$ cat src/rtl/subch_pkg.sv
package subch_pkg;
  typedef struct packed {
    logic iue;  // interrupt on unusual end
    logic ice;  // interrupt on channel end
    logic izc;  // interrupt on zero count
    logic hte;  // halt on error
    logic sil;  // suppress incorrect length
  } cmd_flags_t;

  localparam int FLAG_W  = $bits(cmd_flags_t);
  localparam int DEV_W   = 8;
  localparam int ST_W    = 8;
  localparam int ST_USED = 6;
  localparam int RESP_W  = 19;
  localparam int RSV_W   = RESP_W - DEV_W - ST_W;

  localparam int ST_IL  = 0;
  localparam int ST_TDE = 1;
  localparam int ST_ZC  = 2;
  localparam int ST_CE  = 3;
  localparam int ST_UE  = 4;
  localparam int ST_WL  = 5;
endpackage

$ cat src/rtl/subch_byte_counter.sv
module subch_byte_counter #(
  parameter int CNT_W = 16
) (
  input  logic             clk_i,
  input  logic             rst_ni,
  input  logic             load_i,
  input  logic [CNT_W-1:0] init_i,
  input  logic             dec_i,
  output logic             zero_hit_o,
  output logic             left_nz_o
);
  logic [CNT_W-1:0] cnt_q;
  logic [CNT_W-1:0] cnt_after;
  logic             can_dec;

  // decrement saturates at zero
  assign can_dec    = dec_i & (cnt_q != '0);
  assign cnt_after  = cnt_q - CNT_W'(can_dec);
  assign zero_hit_o = can_dec & (cnt_q == CNT_W'(1));
  assign left_nz_o  = (cnt_after != '0);

  always_ff @(posedge clk_i or negedge rst_ni) begin
    if (!rst_ni)     cnt_q <= '0;
    else if (load_i) cnt_q <= init_i;
    else             cnt_q <= cnt_after;
  end
endmodule

$ cat src/rtl/subch_status_reg.sv
module subch_status_reg
  import subch_pkg::*;
(
  input  logic               clk_i,
  input  logic               rst_ni,
  input  logic [ST_USED-1:0] set_i,
  input  logic               clr_i,
  output logic [ST_W-1:0]    status_o
);
  for (genvar gi = 0; gi < ST_W; gi++) begin : g_bit
    if (gi < ST_USED) begin : g_live
      logic bit_q;
      // a set in the clearing cycle wins
      always_ff @(posedge clk_i or negedge rst_ni) begin
        if (!rst_ni)        bit_q <= 1'b0;
        else if (set_i[gi]) bit_q <= 1'b1;
        else if (clr_i)     bit_q <= 1'b0;
      end
      assign status_o[gi] = bit_q;
    end else begin : g_rsv
      assign status_o[gi] = 1'b0;
    end
  end
endmodule

$ cat src/rtl/subch_term_ctl.sv
module subch_term_ctl (
  input  logic clk_i,
  input  logic rst_ni,
  input  logic start_i,
  input  logic ce_ev_i,
  input  logic hr_ev_i,
  input  logic err_ev_i,
  input  logic wl_ev_i,
  input  logic il_ev_i,
  input  logic sil_i,
  input  logic hte_i,
  input  logic iue_i,
  output logic active_o,
  output logic term_ev_o,
  output logic dev_halt_o,
  output logic term_o
);
  logic active_q, halt_q, term_q;
  logic halt_cause;

  assign term_ev_o  = wl_ev_i & hte_i & iue_i;
  assign halt_cause = hr_ev_i
                    | (err_ev_i & hte_i)
                    | (il_ev_i & ~sil_i & hte_i)
                    | term_ev_o;

  always_ff @(posedge clk_i or negedge rst_ni) begin
    if (!rst_ni) begin
      active_q <= 1'b0;
      halt_q   <= 1'b0;
      term_q   <= 1'b0;
    end else begin
      halt_q <= halt_cause;
      if (start_i) begin
        active_q <= 1'b1;
        term_q   <= 1'b0;
      end else begin
        if (halt_cause | ce_ev_i) active_q <= 1'b0;
        if (term_ev_o)            term_q   <= 1'b1;
      end
    end
  end

  assign active_o   = active_q;
  assign dev_halt_o = halt_q;
  assign term_o     = term_q;
endmodule

$ cat src/rtl/subch_status_unit.sv
module subch_status_unit
  import subch_pkg::*;
#(
  parameter int CNT_W = 16
) (
  input  logic              clk_i,
  input  logic              rst_ni,
  input  logic              start_i,
  input  logic [4:0]        flags_i,
  input  logic [CNT_W-1:0]  count_init_i,
  input  logic              cnt_dec_i,
  input  logic              chan_end_i,
  input  logic              unus_end_i,
  input  logic              xfer_err_i,
  input  logic              wlock_i,
  input  logic              halt_req_i,
  input  logic              status_ack_i,
  input  logic [7:0]        dev_stat_i,
  output logic [7:0]        status_o,
  output logic              dev_halt_o,
  output logic              irq_o,
  output logic              term_unusual_o,
  output logic              fault_o,
  output logic [18:0]       resp_o
);
  cmd_flags_t flags_q;
  logic active, ev_ok;
  logic dec_q, ce_q, ue_q, err_q, wl_q, hr_q;
  logic zero_hit, left_nz, il_ev, term_ev;
  logic [ST_USED-1:0] set_v;
  logic [ST_W-1:0]    st;

  always_ff @(posedge clk_i or negedge rst_ni) begin
    if (!rst_ni)      flags_q <= '0;
    else if (start_i) flags_q <= cmd_flags_t'(flags_i);
  end

  // events count only inside an open operation; start has priority
  assign ev_ok = active & ~start_i;
  assign dec_q = ev_ok & cnt_dec_i;
  assign ce_q  = ev_ok & chan_end_i;
  assign ue_q  = ev_ok & unus_end_i;
  assign err_q = ev_ok & xfer_err_i;
  assign wl_q  = ev_ok & wlock_i;
  assign hr_q  = ev_ok & halt_req_i;

  subch_byte_counter #(.CNT_W(CNT_W)) u_cnt (
    .clk_i      (clk_i),
    .rst_ni     (rst_ni),
    .load_i     (start_i),
    .init_i     (count_init_i),
    .dec_i      (dec_q),
    .zero_hit_o (zero_hit),
    .left_nz_o  (left_nz)
  );

  // ordering of count-done against channel end
  assign il_ev = (ce_q & left_nz) | (zero_hit & ~ce_q);

  subch_term_ctl u_term (
    .clk_i      (clk_i),
    .rst_ni     (rst_ni),
    .start_i    (start_i),
    .ce_ev_i    (ce_q),
    .hr_ev_i    (hr_q),
    .err_ev_i   (err_q),
    .wl_ev_i    (wl_q),
    .il_ev_i    (il_ev),
    .sil_i      (flags_q.sil),
    .hte_i      (flags_q.hte),
    .iue_i      (flags_q.iue),
    .active_o   (active),
    .term_ev_o  (term_ev),
    .dev_halt_o (dev_halt_o),
    .term_o     (term_unusual_o)
  );

  always_comb begin
    set_v         = '0;
    set_v[ST_IL]  = il_ev;
    set_v[ST_TDE] = err_q;
    set_v[ST_ZC]  = zero_hit & flags_q.izc;
    set_v[ST_CE]  = ce_q & flags_q.ice;
    set_v[ST_UE]  = flags_q.iue & (ue_q | hr_q | term_ev);
    set_v[ST_WL]  = wl_q;
  end

  subch_status_reg u_st (
    .clk_i    (clk_i),
    .rst_ni   (rst_ni),
    .set_i    (set_v),
    .clr_i    (start_i | status_ack_i),
    .status_o (st)
  );

  assign status_o = st;
  assign irq_o    = st[ST_ZC] | st[ST_CE] | st[ST_UE];
  assign fault_o  = st[ST_TDE] | st[ST_WL] | (st[ST_IL] & ~flags_q.sil);
  assign resp_o   = {{RSV_W{1'b0}}, st, dev_stat_i};
endmodule

$ cat config.mk
export PLATFORM = sky130hd
export DESIGN_NAME = subch_status_unit
export DESIGN_NICKNAME = d
export VERILOG_FILES = /design/src/rtl/subch_pkg.sv /design/src/rtl/subch_byte_counter.sv /design/src/rtl/subch_status_reg.sv /design/src/rtl/subch_term_ctl.sv /design/src/rtl/subch_status_unit.sv
export SDC_FILE = /design/constraint.sdc
export NUM_CORES = 1
export LEC_CHECK = 0
export BUFFER_PORTS_ARGS = -buffer_cell sky130_fd_sc_hd__buf_2
export CORE_MARGIN = 2
export CORE_UTILIZATION = 49
export DETAILED_ROUTE_END_ITERATION = 8
export PLACE_DENSITY = 0.79
export SYNTH_ARGS = -nofsm -noshare
export SYNTH_HDL_FRONTEND = slang
export SYNTH_HIERARCHICAL = 1
export SYNTH_SLANG_ARGS = --single-unit
$ cat constraint.sdc
create_clock -name clk_i -period 3.75 [get_ports clk_i]
set_input_delay 0.375 -clock clk_i [delete_from_list [all_inputs] [get_ports clk_i]]
set_output_delay 0.375 -clock clk_i [all_outputs]
set_load 0.1 [all_outputs]
# Word-level counts from Yosys, hierarchy flattened
# Index checks and enable logic that the tools add are counted.
# word_totals
latchBits	0
mem_count	0
regBits	30
rom_bits	0
ramBits	0
# op_classes
n_div	0
bitwise	35
reduce_logical	10
n_shift	0
eq_ne	1
n_lt_le_gt_ge	0
muxes	12
mul	0
addsub	1
# op_table
cell	n
$reduce_bool 16->1	2
$and 1x1->1	20
$eq 16x1->1 const B	1
$mux 16	1
$reduce_bool 2->1	8
$sub 16x1->16	1
$or 1x1->1	12
$mux 1	11
$not 1->1	3

# Logic depth before layout (Yosys ltp)
# logic_depth
ltp_word	15
mapped_depth	16
mapped_depth_nobuf	14

# Hierarchy
# Netlist, hierarchy kept.
# by_module_without_submodules
mod	seq_area_each_um2	area_each_um2	cells_per_inst	instances
subch_byte_counter	400.4	1039.7	116	1
subch_status_unit	125.1	460.4	47	1
subch_status_reg	150.1	262.8	22	1
subch_term_ctl	75.1	128.9	12	1

# Least setup slack after synthesis
# No wires, ideal clock.
# synth_timing
kind	register to register
startpoint	register u_cnt.cnt_q[4]
endpoint	register u_term.active_q (netlist: u_term/active_o)
path_slack_ps	279
t_required_ps	3684
synth_period_minus_slack_ps	3471
arrival_time_ps	3404
path_buffers	1
path_stages_with_launch	16
cell_sequence	dfrtp_1 -> buf_2 -> nor4_2 -> nand2_1 -> nor4_1 -> a21boi_0 -> ha_1 -> ha_1 -> or2_2 -> a211o_1 -> a211oi_1 -> nand4b_1 -> mux2_4 -> nor2b_1 -> o21ai_2 -> a41o_1
# synth_between
elab_chain_len	12
# synth_rtl
element	line_no	source
from (decl)	subch_byte_counter.sv:12	logic [CNT_W-1:0] cnt_q;
from (signal assigned)	subch_byte_counter.sv:24	else if (load_i) cnt_q <= init_i;
from (signal assigned)	subch_byte_counter.sv:25	else cnt_q <= cnt_after;
$reduce_bool 16->1	subch_byte_counter.sv:17	assign can_dec = dec_i & (cnt_q != '0);
$and 1x1->1	subch_byte_counter.sv:17	
$sub 16x1->16 (*)	subch_byte_counter.sv:18	assign cnt_after = cnt_q - CNT_W'(can_dec);
$reduce_bool 16->1 (*)	subch_byte_counter.sv:20	assign left_nz_o = (cnt_after != '0);
via left_nz	subch_status_unit.sv:29	logic zero_hit, left_nz, il_ev, term_ev;
$and 1x1->1 (*)	subch_status_unit.sv:58	assign il_ev = (ce_q & left_nz) | (zero_hit & ~ce_q);
$or 1x1->1 (*)	subch_status_unit.sv:58	
via il_ev	subch_status_unit.sv:29	
$and 1x1->1 (*) (2 in series)	subch_term_ctl.sv:24	| (il_ev_i & ~sil_i & hte_i)
$or 1x1->1 (*)	subch_term_ctl.sv:24	
$or 1x1->1 (*)	subch_term_ctl.sv:25	| term_ev_o;
$or 1x1->1 (*)	subch_term_ctl.sv:38	if (halt_cause | ce_ev_i) active_q <= 1'b0;
$reduce_bool 2->1 (no line) (*)	n/a	
to (signal assigned)	subch_term_ctl.sv:29	active_q <= 1'b0;
to (signal assigned)	subch_term_ctl.sv:35	active_q <= 1'b1;
to (signal assigned)	subch_term_ctl.sv:38	
to (decl)	subch_term_ctl.sv:18	logic active_q, halt_q, term_q;
# Mark *: on every way through the listed nets, which the timed path passes. The rest lies on a longest branch.
# A chain may end at the register's enable or synchronous reset.

# Final worst setup path
# layout_timing
startpoint	register u_cnt.cnt_q[13]
endpoint	register u_term.active_q (netlist: u_term/active_o)
# The elaborated chain is that of the path after synthesis.

==> results_dict.tcl <==
set metrics [dict create \
    core_mm2 0.00369 \
    cts_hold_buffers 0 \
    regArea_um2 751 \
    portBuffers 46 \
    clk_latency_ns 0.27 \
    drt_iter0_drc 36 \
    cts_max_level 2 \
    status "finished clean" \
    worst_r2r_path_depth 13 \
    detail-route-antenna-nets 0 \
    cts_tree "yes" \
    synthToLayoutAreaGrowth_pct 12.2 \
    fp.dieW_um 66.1 \
    grt_max_degree 32 \
    gp_congestion 0.823 \
    netlist_area_mm2 0.00189 \
    start_util 0.513 \
    synth.avg_cell_area_um2 9.60 \
    hold_ws_ns 0.130 \
    finalSetupViolCount 0 \
    tightest_slew_ns 0.658 \
    routedWlPerCell_um 13.2 \
    ys.flop_type "dfrtp_1" \
    grt_setup_unrepaired "false" \
    min_period_ns 3.57 \
    synth_edf_count 0 \
    firstDrtPassIters 4 \
    r2r-end "u_term/active_o" \
    antenna_found_initial 0 \
    final_nets 268 \
    die_h_um 66.1 \
    synthCells 197 \
    crit_path_start "u_cnt/cnt_q[13]" \
    cts.clk_slew.worst_paths_ns 0.06 \
    peakVddDrop_uv 205 \
    max_cap_viol_count 0 \
    synth_top_area_cell "dfrtp_1" \
    cp_max_fo 6 \
    hold_path.class "primary input to asynchronous set/reset pin" \
    root_buffer "clkbuf_8" \
    p_per_area_mw_per_mm2 432 \
    grt_usage 0.184 \
    cts_buffers 5 \
    antennaDiodeCount 0 \
    required_ns 3.96 \
    drive_above_1_share 0.388 \
    power.total_uw 916 \
    final_cells 275 \
    max_freq_ghz 0.280 \
    clock-skew-final_ns 0.00153 \
    yosys.area.top_type_share 0.397 \
    dp_hpwl_um 2770 \
    pre_cts_slack_ns -0.0554 \
    grt-ovfl-total 0 \
    rr_startpoint "u_cnt/cnt_q[13]" \
    synth-seq-area-share 0.397 \
    vias 1440 \
    synthTopCellsByCount "dfrtp_1, buf_4, o21ai_0, nand2_1" \
    netlist_top_cells_area "dfrtp_1, buf_4, mux2_2" \
    r2r_slack_ns 0.18 \
    fillers 359 \
    rows 22 \
    critPathArrivalTime_ns 3.78 \
    post-cts-setup-buffers 0 \
    dpl.cell_count 268 \
    via_per_inst 5.24 \
    async_flop_share 1.00 \
    clockBufferDepth 2 \
    multi_input_area_um2 926 \
    io_pins 70 \
    drc 0 \
    p_leak_uw 0.00102 \
    tns_ns 0 \
    path_class "flop to flop" \
    fin_ws_ns 0.182 \
    grt_pass1_vias 1315 \
    post-synth-top-count-cell "dfrtp_1" \
    timing.final.crit_share 0.952 \
    yosysUniqueCellTypes 54 \
    cp-start-kind "flop" \
    drt_wl_total_um 3620 \
    slew-limit-headroom 0.561 \
    cts.sinks 30 \
    synth-seq-cells 30 \
    slew_viol_final 0 \
    grt_pass1_wl_um 6020 \
    finalHoldViolCount 0 \
    endpoint_kind "flop" \
    yosysWarnings 6 \
    dieArea_mm2 0.00437 \
]
sequential cells by signal, summed over array words and instances, names as in the netlist:
signal,count
u_cnt/cnt_q,16
u_st/g_bit.g_live.bit_q,6
flags_q,5
u_term/active_o,1
u_term/dev_halt_o,1
u_term/term_o,1
cell families after synthesis:
group / share of synthesized area
AO/OA/AOI/OAI: 0.134
XOR/XNOR: 0.0417
adder cells (fa/ha/maj): 0.0132
buffers and inverters: 0.140
flip-flops: 0.397
multiplexers: 0.0496
other: 0.00397
AND/OR/NAND/NOR: 0.222
critical path, stage by stage (launching register included):
cell      delay (ns)
dfrtp_1         0.40
or4_4           0.57
nor4_4          0.26
a21boi_0        0.15
ha_1            0.22
ha_2            0.22
or2_2           0.28
a211o_1         0.30
a211oi_1        0.22
nand4b_1        0.14
mux2_4          0.29
nor2b_1         0.15
o21ai_2         0.13
a41o_1          0.18
power by group:
part	switching [uW]	total [uW]	internal, uW
sequential	34.4	389	355
clock	107	235	127
combinational	212	292	80.2
routing by layer:
layer	GRT usage	wire (um)
met2	0.275	1700
met4	0.0816	61
met5	0	0
met1	0.250	1660
met3	0.0477	198
final cells by class:
cell class,count,area share
Sequential cell,30,0.354
Tap cell,48,0.0283
Inverter,9,0.0159
Clock buffer,7,0.0360
Multi-Input combinational cell,129,0.436
Timing Repair Buffer,52,0.130
worst max-delay path by stage:
stage | end | slack (ns)
6_report | u_term/active_o | 0.18
5_1_grt | u_term/active_o | 0.04
4_1_cts | u_term/active_o | 0.02
3_5_place_dp | u_term/active_o | -0.06
3_3_place_gp | u_term/active_o | 0.23
2_1_floorplan | u_term/active_o | 0.28
stage by stage:
step           area [um^2]  utilization
2_1_floorplan         1900            -
3_3_place_gp          2010        0.544
3_5_place_dp          2010        0.544
4_1_cts               2090        0.567
5_1_grt               2120        0.575
6_report              2120        0.575
cell usage in the layout (no fill, tap or decap), drive strengths merged, types with 2 or more instances in the layout:
master  synthesis  routed
o21ai          12      12
nor2b           4       4
a31oi           3       3
conb            2       5
a21oi           6       6
o21a            4       4
nand3b          2       2
or2             3       3
nand4           2       2
xnor2           4       4
nor4            5       5
dfrtp          30      30
nand2          10      10
mux2            8       8
buf            29      52
inv             8       8
a21o            7       7
nor3            6       6
nor4b           2       2
and2            6       6
or4             4       4
ha              2       2
and3            2       2
nand3           2       2
clkbuf          3       7
or3             5       5
nor2            7       7
xor2            5       5
repair_timing:
action | 4_1_cts | 5_1_grt
pin swaps | 0 | 0
cloned | 0 | 0
resized for setup | 1 | 6
endpoints found under the setup margin | 2 | 2
(Power assumes the default switching activity.)
